==> config.mk <==
export PLATFORM = sky130hd
export DESIGN_NAME = core_lowpower_seq
export DESIGN_NICKNAME = d
export VERILOG_FILES = /design/src/rtl/lps_pkg.sv /design/src/rtl/lps_event_reg.sv /design/src/rtl/lps_pd_enable.sv /design/src/rtl/lps_fsm.sv /design/src/rtl/lps_clk_en.sv /design/src/rtl/core_lowpower_seq.sv
export SDC_FILE = /design/constraint.sdc
export NUM_CORES = 1
export LEC_CHECK = 0
export BUFFER_PORTS_ARGS = -buffer_cell sky130_fd_sc_hd__buf_2
export CAP_MARGIN = 20
export CORE_AREA = 5 5 42 44
export DETAILED_ROUTE_END_ITERATION = 16
export DIE_AREA = 0 0 47 49
export SYNTH_ARGS = -nofsm -noshare
export SYNTH_HDL_FRONTEND = slang
export SYNTH_SLANG_ARGS = --single-unit
==> constraint.sdc <==
create_clock -name clk -period 1.5 [get_ports clk]
set_clock_uncertainty 0.15 [all_clocks]
set_input_delay 0.225 -clock clk [delete_from_list [all_inputs] [get_ports clk]]
set_output_delay 0.225 -clock clk [all_outputs]
set_load 0.1 [all_outputs]
==> src/rtl/lps_pkg.sv <==
package lps_pkg;
  localparam int unsigned STATE_W = 3;

  typedef enum logic [STATE_W-1:0] {
    ST_RUN       = 3'd0,
    ST_WFI       = 3'd1,
    ST_WFE       = 3'd2,
    ST_FLUSH     = 3'd3,
    ST_CACHE_OFF = 3'd4,
    ST_COH_EXIT  = 3'd5,
    ST_OFF       = 3'd6
  } lps_state_e;
endpackage

==> src/rtl/lps_event_reg.sv <==
// Latches a send-event that is not consumed by a waiting WFE.
module lps_event_reg (
  input  logic clk,
  input  logic rst_n,
  input  logic sev_i,
  input  logic in_wfe_i,
  input  logic consume_i,
  output logic pending_o
);
  logic ev_q;
  logic ev_d;

  always_comb begin
    ev_d = ev_q | (sev_i & ~in_wfe_i);
    if (consume_i) ev_d = 1'b0;
  end

  always_ff @(posedge clk or negedge rst_n) begin
    if (!rst_n) ev_q <= 1'b0;
    else        ev_q <= ev_d;
  end

  assign pending_o = ev_q;
endmodule

==> src/rtl/lps_pd_enable.sv <==
// Software power-down enable bit: writable only while running.
module lps_pd_enable (
  input  logic clk,
  input  logic rst_n,
  input  logic wr_i,
  input  logic wdata_i,
  input  logic in_run_i,
  input  logic clear_i,
  output logic pd_en_o
);
  logic en_q;
  logic load;
  logic en_d;

  assign load = clear_i | (wr_i & in_run_i);
  assign en_d = clear_i ? 1'b0 : wdata_i;

  always_ff @(posedge clk or negedge rst_n) begin
    if (!rst_n)    en_q <= 1'b0;
    else if (load) en_q <= en_d;
  end

  assign pd_en_o = en_q;
endmodule

==> src/rtl/lps_fsm.sv <==
// Standby / shutdown state machine.
module lps_fsm
  import lps_pkg::*;
(
  input  logic       clk,
  input  logic       rst_n,
  input  logic       wfi_i,
  input  logic       wfe_i,
  input  logic       irq_i,
  input  logic       sev_i,
  input  logic       ev_pending_i,
  input  logic       pd_en_i,
  input  logic       grant_i,
  input  logic       flush_ack_i,
  input  logic       cache_off_ack_i,
  input  logic       coh_exit_ack_i,
  input  logic       por_i,
  output lps_state_e state_q,
  output lps_state_e state_d,
  output logic       consume_o
);
  logic ev_any;
  assign ev_any = ev_pending_i | sev_i;

  always_comb begin
    state_d = state_q;
    unique case (state_q)
      ST_RUN: begin
        if (wfi_i)                state_d = ST_WFI;
        else if (wfe_i && !ev_any) state_d = ST_WFE;
      end
      ST_WFI: begin
        if (irq_i)                   state_d = ST_RUN;
        else if (pd_en_i && grant_i) state_d = ST_FLUSH;
      end
      ST_WFE:       if (sev_i)           state_d = ST_RUN;
      ST_FLUSH:     if (flush_ack_i)     state_d = ST_CACHE_OFF;
      ST_CACHE_OFF: if (cache_off_ack_i) state_d = ST_COH_EXIT;
      ST_COH_EXIT:  if (coh_exit_ack_i)  state_d = ST_OFF;
      ST_OFF:       if (por_i)           state_d = ST_RUN;
      default:                           state_d = ST_RUN;
    endcase
  end

  assign consume_o = (state_q == ST_RUN) & wfe_i & ~wfi_i & ev_any;

  always_ff @(posedge clk or negedge rst_n) begin
    if (!rst_n) state_q <= ST_RUN;
    else        state_q <= state_d;
  end
endmodule

==> src/rtl/lps_clk_en.sv <==
// Registered core clock enable: drops a cycle after leaving RUN,
// rises on the same edge that re-enters RUN.
module lps_clk_en
  import lps_pkg::*;
(
  input  logic       clk,
  input  logic       rst_n,
  input  lps_state_e state_q,
  input  lps_state_e state_d,
  output logic       clk_en_o
);
  logic ce_q;
  logic ce_d;

  assign ce_d = (state_q == ST_RUN) | (state_d == ST_RUN);

  always_ff @(posedge clk or negedge rst_n) begin
    if (!rst_n) ce_q <= 1'b1;
    else        ce_q <= ce_d;
  end

  assign clk_en_o = ce_q;
endmodule

==> src/rtl/core_lowpower_seq.sv <==
module core_lowpower_seq
  import lps_pkg::*;
(
  input  logic               clk,
  input  logic               rst_n,
  input  logic               wfi_i,
  input  logic               wfe_i,
  input  logic               irq_i,
  input  logic               sev_i,
  input  logic               pd_wr_i,
  input  logic               pd_wdata_i,
  input  logic               pwr_grant_i,
  input  logic               flush_ack_i,
  input  logic               cache_off_ack_i,
  input  logic               coh_exit_ack_i,
  input  logic               por_i,
  output logic               core_clk_en_o,
  output logic               flush_req_o,
  output logic               cache_off_req_o,
  output logic               coh_exit_req_o,
  output logic               pwr_safe_o,
  output logic               pd_en_o,
  output logic [STATE_W-1:0] state_o
);
  lps_state_e st_q;
  lps_state_e st_d;
  logic       ev_pending;
  logic       ev_consume;
  logic       pd_en;

  lps_fsm u_fsm (
    .clk             (clk),
    .rst_n           (rst_n),
    .wfi_i           (wfi_i),
    .wfe_i           (wfe_i),
    .irq_i           (irq_i),
    .sev_i           (sev_i),
    .ev_pending_i    (ev_pending),
    .pd_en_i         (pd_en),
    .grant_i         (pwr_grant_i),
    .flush_ack_i     (flush_ack_i),
    .cache_off_ack_i (cache_off_ack_i),
    .coh_exit_ack_i  (coh_exit_ack_i),
    .por_i           (por_i),
    .state_q         (st_q),
    .state_d         (st_d),
    .consume_o       (ev_consume)
  );

  lps_event_reg u_ev (
    .clk       (clk),
    .rst_n     (rst_n),
    .sev_i     (sev_i),
    .in_wfe_i  (st_q == ST_WFE),
    .consume_i (ev_consume),
    .pending_o (ev_pending)
  );

  lps_pd_enable u_pd (
    .clk      (clk),
    .rst_n    (rst_n),
    .wr_i     (pd_wr_i),
    .wdata_i  (pd_wdata_i),
    .in_run_i (st_q == ST_RUN),
    .clear_i  ((st_q == ST_OFF) & por_i),
    .pd_en_o  (pd_en)
  );

  lps_clk_en u_ce (
    .clk      (clk),
    .rst_n    (rst_n),
    .state_q  (st_q),
    .state_d  (st_d),
    .clk_en_o (core_clk_en_o)
  );

  assign flush_req_o     = (st_q == ST_FLUSH);
  assign cache_off_req_o = (st_q == ST_CACHE_OFF);
  assign coh_exit_req_o  = (st_q == ST_COH_EXIT);
  assign pwr_safe_o      = (st_q == ST_OFF);
  assign pd_en_o         = pd_en;
  assign state_o         = st_q;
endmodule

Yosys cells after proc, flatten, opt, wreduce, memory -nomap -nowiden
Index checks and enable logic that the tools add are counted.
- equal/unequal tests: 6
- multiplexer cells: 12
- bitwise logic cells: 12
- reductions and logical operators: 5
- operators with widths (operator ; count):
    $mux 3 ; 9
    $pmux 3 s7 ; 1
    $eq 3x3->1 const B ; 3
    $and 1x1->1 ; 6
    $eq 3x2->1 const B ; 2
    $logic_not 3->1 ; 2
    $or 1x1->1 ; 4
    $eq 3x1->1 const B ; 1
    $logic_and 1x1->1 ; 2
    $mux 1 ; 2
    $not 1->1 ; 2
    $logic_not 1->1 ; 1
- flip-flop bits (word level): 6
- input port bits: 13
- output and inout bits: 9
- logic and storage cells: 39

Longest topological paths before layout
Gate-level depths: netlist (run 1).
- depth after elaboration: 8
- mapped depth: 5
- depth with buffers taken out: 4

Cells and area by module
A second synthesis (run 1) with hierarchy kept.
- cell total of the unflattened synthesis: 44
- area, all modules: 437.9 µm²
- modules (own cells, without submodules) (module ; instances ; cells each ; area an instance (µm²) ; seq. area each (µm²)):
    lps_fsm ; 1 ; 26 ; 245.2 ; 75.1
    core_lowpower_seq ; 1 ; 7 ; 60.1 ; 0.0
    lps_pd_enable ; 1 ; 4 ; 48.8 ; 25.0
    lps_event_reg ; 1 ; 4 ; 43.8 ; 25.0
    lps_clk_en ; 1 ; 3 ; 40.0 ; 26.3

Least setup slack after synthesis (run 1)
Ideal clock, no wire load.
- kind: reg-to-output
- start: register u_fsm.state_q[2]
- end: output cache_off_req_o
- arrival time: 2734 ps
- data required time: 1125 ps
- slack: -1609 ps
- stages on the path, launching flop included: 4
- path buffers: 1
- path through: dfrtp_1 buf_4 nor2b_1 nor2b_1
- longest elaborated chain between the ends: 1
- RTL lines (what ; RTL line ; source):
    start: declaration ; lps_fsm.sv:18 ; output lps_state_e state_q,
    start signal: assignment ; lps_fsm.sv:49 ; else state_q <= state_d;
    $eq 3x3->1 ; core_lowpower_seq.sv:78 ; assign cache_off_req_o = (st_q == ST_CACHE_OFF);
    end: declaration ; core_lowpower_seq.sv:19 ; output logic cache_off_req_o,
Every way passes these cells.

Worst setup path after layout (run 1)
- start: register u_fsm.state_q[2]
- end: output flush_req_o
- longest elaborated chain between the ends: 1
- RTL lines (what ; RTL line ; source):
    $eq 3x2->1 ; core_lowpower_seq.sv:77 ; assign flush_req_o = (st_q == ST_FLUSH);
    end: declaration ; core_lowpower_seq.sv:18 ; output logic flush_req_o,
Every way passes these cells.

==> results of run 1 <==
[per-layer routing]
layer | vias to the layer above | routed length [um] | global-route usage
li1 | 221 | - | -
met3 | 5 | 83 | 0.0406
met1 | 228 | 445 | 0.145
met4 | 0 | 55 | 0.124
met5 | - | 0 | 0
met2 | 24 | 724 | 0.210
[critical path: cells and delay by family (launching register included)]
kind,cells,cell delay (ns)
simple gates,1,0.33
buf+inv,1,0.17
flops,1,0.52
[how the worst min path moves through the flow]
| stage | end | slack [ns] | depth (start not counted) |
|---|---|---|---|
| 2_1_floorplan | u_ev.pending_o | -0.22 | 0 |
| 3_3_place_gp | u_ev.pending_o | -0.09 | 1 |
| 3_5_place_dp | u_ev.pending_o | -0.09 | 1 |
| 4_1_cts | u_pd.pd_en_o | 0.005 | 2 |
| 5_1_grt | u_pd.pd_en_o | 0.03 | 2 |
| 6_report | u_pd.pd_en_o | 0.01 | 2 |
[power breakdown]
group          switching, mW  internal (mW)  total, mW
clock network         0.0808          0.102      0.183
registers             0.0776          0.261      0.339
logic                  0.840          0.548       1.39
[what timing repair did]
item                                    in CTS  in global routing
hold buffers                                 1                  0
resized for setup                            0                  1
endpoints found under the setup margin       9                 11
endpoints found under the hold margin        6                  0
pin swaps                                    4                  1
cloned                                       0                  0
setup buffers                                2                  0
[area by class of cell]
| class | count | share of cell area |
|---|---|---|
| Clock buffer | 4 | 0.0331 |
| Inverter | 1 | 0.00473 |
| Sequential cell | 6 | 0.207 |
| Timing Repair Buffer | 33 | 0.401 |
| Tap cell | 16 | 0.0252 |
| Multi-Input combinational cell | 32 | 0.330 |
[cell usage in the layout, fill, tap and decap left out, drive strengths merged, types with 2 or more instances in the layout]
| master | Yosys | final |
|---|---|---|
| buf | 2 | 32 |
| dfrtp | 5 | 5 |
| clkbuf | 1 | 4 |
| nor2b | 4 | 4 |
| mux2i | 3 | 3 |
| nor2 | 3 | 3 |
| nand4b | 2 | 2 |
| o31ai | 2 | 2 |
| a21oi | 2 | 2 |
| o21ai | 2 | 2 |
| nand2 | 2 | 2 |
[cells by family (layout without fill, tap and decap cells)]
logic type,Yosys count,in the layout,share of synthesized area
AO/OA/AOI/OAI,10,10,0.179
AND/OR/NAND/NOR,18,18,0.286
flip-flops,6,6,0.381
multiplexers,4,4,0.104
buffers and inverters,4,38,0.0503
[per-stage QoR]
step           cell area, sq um  utilization  total power, mW
2_1_floorplan               460            -             1.23
3_3_place_gp                737        0.526             1.68
3_5_place_dp                737        0.526             1.69
4_1_cts                     788        0.563             1.90
5_1_grt                     793        0.566             2.00
6_report                    793        0.566             1.91
[state kept, by name, indices dropped and copies added (netlist names)]
name and count:
u_pd.pd_en_o 1, u_ce.clk_en_o 1, u_fsm.state_q 3, u_ev.pending_o 1
==> results.sh, run 1 <==
export IMPL_hp_class="in2reg"
export IMPL_worst_pin_slew_ns=0.484
export IMPL_grt_ovfl_total=0
export IMPL_clock_latency_ns=0.27
export IMPL_fmax_ghz=0.599
export IMPL_synth_warnings=0
export IMPL_gp_congestion=0.827
export IMPL_synth_flop_cell="dfrtp_1"
export IMPL_finalSetupTns_ns=-0.797
export IMPL_yosysMostFrequentCell="dfrtp_1"
export IMPL_synth_area_sq_um=398
export IMPL_drt_wirelength_per_cell_um=14.2
export IMPL_hp_start="por_i"
export IMPL_p_per_area_nw_per_um2=2410
export IMPL_htree_levels=1
export IMPL_ys_top_cells_by_area="dfrtp_1 31%, mux2i_1 7.5%, dfstp_2 6.6%"
export IMPL_grt_pass1_vias=485
export IMPL_critPathSlowestCell="dfrtp_4"
export IMPL_dp_cells=85
export IMPL_power_leakage_nw=0.360
export IMPL_yosysTopAreaCell="dfrtp_1"
export IMPL_diodes=0
export IMPL_arrival_ns=1.29
export IMPL_avgSynthCellArea_sq_um=9.47
export IMPL_clock_path_buffers=2
export IMPL_antenna_found_initial=0
export IMPL_slowest_delay_ns=0.52
export IMPL_first_pass_iters=4
export IMPL_die_x_um=47
export IMPL_critPathLaunchType="flip-flop"
export IMPL_cts_sinks=6
export IMPL_initial_core_util=0.284
export IMPL_ys_seq_area_frac=0.381
export IMPL_multiInputGateArea_sq_um=262
export IMPL_critical_path_class="reg2out"
export IMPL_hold_ws_ns=0.0104
export IMPL_rows=14
export IMPL_startpoint="u_fsm.state_q[2]"
export IMPL_yosysUniqueCellTypes=28
export IMPL_required_ns=1.12
export IMPL_rsz0062_at_grt="true"
export IMPL_path_cells="and3b_4 -> buf_12"
export IMPL_critPathCaptureType="primary output"
export IMPL_finalSetupViolCount=7
export IMPL_ctsRootBufferMaster="clkbuf_4"
export IMPL_rrSetupSlack_ns=-0.12
export IMPL_n_fill_cell=129
export IMPL_period_needed_ns=1.67
export IMPL_die_height_um=49
export IMPL_slew_headroom=0.679
export IMPL_synth_async_reset_ratio=1.00
export IMPL_ff2ff_path_depth=4
export IMPL_synth_seq_cells=6
export IMPL_instances_no_fill=92
export IMPL_grt_first_pass_wirelength_mm=2.19
export IMPL_violations="negative setup slack"
export IMPL_synth_edf_count=0
export IMPL_area_growth_pct=99.4
export IMPL_core_sq_um=1400
export IMPL_cts_tree="yes"
export IMPL_cap_violations=0
export IMPL_drive_gt1_frac=0.658
export IMPL_syn_nets=55
export IMPL_r2r_start="u_fsm.state_q[0]"
export IMPL_io_pins=22
export IMPL_ir_worst_vdd_uv=1090
export IMPL_track_usage=0.139
export IMPL_yosys_area_top_type_share=0.314
export IMPL_final_period_utilization=1.11
export IMPL_maxSlewViolCount=0
export IMPL_hold_violations=0
export IMPL_path_clk_slew_ns=0.06
export IMPL_fin_ws_ns=-0.170
export IMPL_cts_made_buffers=3
export IMPL_drt_drc_violations_left=0
export IMPL_antenna_left=0
export IMPL_dp_slack_ns=-0.126
export IMPL_drtIter0Drc=11
export IMPL_final_nets=90
export IMPL_routed_wl_mm=1.31
export IMPL_vias=478
export IMPL_r2r_end="u_ce.clk_en_o"
export IMPL_vias_per_cell=5.20
export IMPL_crit_path_end="flush_req_o"
export IMPL_yosys_top_cells_count="5 x dfrtp_1, 4 x nor2b_1, 3 x mux2i_1, 3 x nor2_1"
export IMPL_place_hpwl_um=994
export IMPL_ff_latch_area_sq_um=164
export IMPL_path_max_fanout=8
export IMPL_status="finished, violations left"
export IMPL_io_buffers=21
export IMPL_die_area_sq_um=2300
export IMPL_synthCells=42
export IMPL_grt_max_degree=9
No activity file was read; power rests on OpenSTA's default activity.
==> run 2: changes to the inputs <==
--- a/constraint.sdc
+++ b/constraint.sdc
@@ -4,2 +4,2 @@
 set_output_delay 0.225 -clock clk [all_outputs]
-set_load 0.1 [all_outputs]
+set_load 0.01 [all_outputs]
==> run 2 against run 1 <==
Against the previous run: the run still ends with negative setup slack left; setup slack gained 0.11 ns; cell area shrank 13%; die area is the same; routed wire length shrank 2.4%; sequential cell count is the same; register-to-register slack gained 0.07 ns; power shrank 39%; core utilization shrank 7.4 points; critical path type unchanged; highest routed layer unchanged.
==> results.sh, run 2 (synthesis gave the netlist of run 1 again) <==
export IMPL_rrSetupSlack_ns=-0.05
export IMPL_p_per_area_nw_per_um2=1690
export IMPL_drt_drc_violations_left=0
export IMPL_cap_violations=0
export IMPL_first_pass_iters=1
export IMPL_drtIter0Drc=0
export IMPL_clock_path_buffers=2
export IMPL_drt_wirelength_per_cell_um=13.9
export IMPL_routed_wl_mm=1.28
export IMPL_violations="negative setup slack"
export IMPL_cts_sinks=6
export IMPL_critical_path_class="reg2out"
export IMPL_power_mw=1.17
export IMPL_ff2ff_path_depth=4
export IMPL_drive_gt1_frac=0.632
export IMPL_layout_commonest_cell="buf_2"
export IMPL_die_height_um=49
export IMPL_hp_class="in2reg"
export IMPL_period_needed_ns=1.56
export IMPL_final_cell_area_sq_um=689
export IMPL_fin_ws_ns=-0.0616
export IMPL_critPathCaptureType="primary output"
export IMPL_grt_ovfl_total=0
export IMPL_mostFrequentLayoutCells="19 x buf_2, 7 x buf_6, 6 x buf_4"
export IMPL_rsz0062_at_grt="true"
export IMPL_slew_headroom=0.794
export IMPL_final_period_utilization=1.04
export IMPL_status="finished, violations left"
export IMPL_track_usage=0.124
export IMPL_diodes=0
export IMPL_largest_reg_flops=3
export IMPL_die_x_um=47
export IMPL_path_clk_slew_ns=0.06
export IMPL_fmax_ghz=0.640
export IMPL_arrival_ns=1.19
export IMPL_required_ns=1.12
export IMPL_r2r_start="u_fsm.state_q[0]"
export IMPL_antenna_found_initial=0
export IMPL_dp_cells=81
export IMPL_area_growth_pct=73.3
export IMPL_htree_levels=1
export IMPL_r2r_end="u_ce.clk_en_o"
export IMPL_cts_made_buffers=3
export IMPL_critPathLaunchType="flip-flop"
export IMPL_place_hpwl_um=879
export IMPL_worst_pin_slew_ns=0.306
export IMPL_placed_area_sq_um=544
export IMPL_core_sq_um=1400
export IMPL_hp_start="por_i"
export IMPL_hold_ws_ns=0.0230
export IMPL_regMostFlops="u_fsm.state_q"
export IMPL_min_to="u_pd.pd_en_o"
export IMPL_antenna_left=0
export IMPL_power_leakage_nw=0.335
export IMPL_clock_latency_ns=0.25
export IMPL_vias_per_cell=4.96
export IMPL_die_area_sq_um=2300
export IMPL_final_nets=90
export IMPL_rows=14
export IMPL_finalSetupViolCount=4
export IMPL_maxSlewViolCount=0
export IMPL_holdPathStages=2
export IMPL_io_buffers=21
export IMPL_initial_core_util=0.284
export IMPL_cts_tree="yes"
export IMPL_instances_no_fill=92
export IMPL_grt_first_pass_wirelength_mm=2.08
export IMPL_dp_slack_ns=-0.0363
export IMPL_io_pins=22
export IMPL_path_max_fanout=6
export IMPL_ir_worst_vdd_uv=926
export IMPL_hold_violations=0
export IMPL_grt_max_degree=9
export IMPL_vias=456
export IMPL_grt_pass1_vias=455
export IMPL_ctsRootBufferMaster="clkbuf_4"
export IMPL_gp_congestion=0.821
-- run 2: what timing repair did --
item / 4_1_cts / 5_1_grt
setup buffers: 5 / 0
cloned: 1 / 0
hold buffers: 1 / 0
gates resized for setup: 11 / 7
hold endpoints to repair: 6 / 0
setup endpoints to repair: 4 / 7
pin swaps: 1 / 3
-- run 2: area by class of cell --
| type | count | area (sq um) |
|---|---|---|
| clock buffer | 4 | 26.3 |
| tap | 16 | 20.0 |
| inverter | 1 | 3.75 |
| multi-input combinational | 32 | 255 |
| timing repair buffer | 33 | 229 |
| fill | 147 | 712 |
| sequential | 6 | 155 |
-- run 2: worst max-delay path by stage --
| stage | to | cells after the start | slack (ns) | from |
|---|---|---|---|---|
| 2_1_floorplan | u_ce.clk_en_o | 4 | -0.02 | u_fsm.state_q[2] |
| 3_3_place_gp | u_ce.clk_en_o | 5 | 0.01 | u_fsm.state_q[0] |
| 3_5_place_dp | u_ce.clk_en_o | 5 | -0.04 | u_fsm.state_q[0] |
| 4_1_cts | cache_off_req_o | 4 | -0.07 | u_fsm.state_q[1] |
| 5_1_grt | cache_off_req_o | 4 | -0.12 | u_fsm.state_q[1] |
| 6_report | cache_off_req_o | 4 | -0.06 | u_fsm.state_q[1] |
-- run 2: routing by layer --
metal	global-route usage	wire [um]
met5	0	0
met4	0.0783	53
met3	0.0369	92
met2	0.176	579
met1	0.156	554
-- run 2: worst max-delay path, stage by stage, from the launching register on --
cell and delay (ns):
dfrtp_2 0.44, buf_6 0.14, nor2b_4 0.11, nor2b_4 0.14
buf_6 0.10
-- run 2: report_power, final --
| group | leakage, nW | internal, mW | switching (mW) |
|---|---|---|---|
| clock network | 0.0150 | 0.102 | 0.0715 |
| registers | 0.0671 | 0.244 | 0.0730 |
| logic | 0.253 | 0.373 | 0.302 |
| total | 0.335 | 0.719 | 0.446 |
-- run 2: stage by stage --
step / TNS (ns) / util
2_1_floorplan: -0.0239 / -
5_1_grt: -0.531 / 0.492
6_report: -0.203 / 0.492
4_1_cts: -0.207 / 0.472
3_5_place_dp: -0.0363 / 0.388
3_3_place_gp: 0 / 0.388
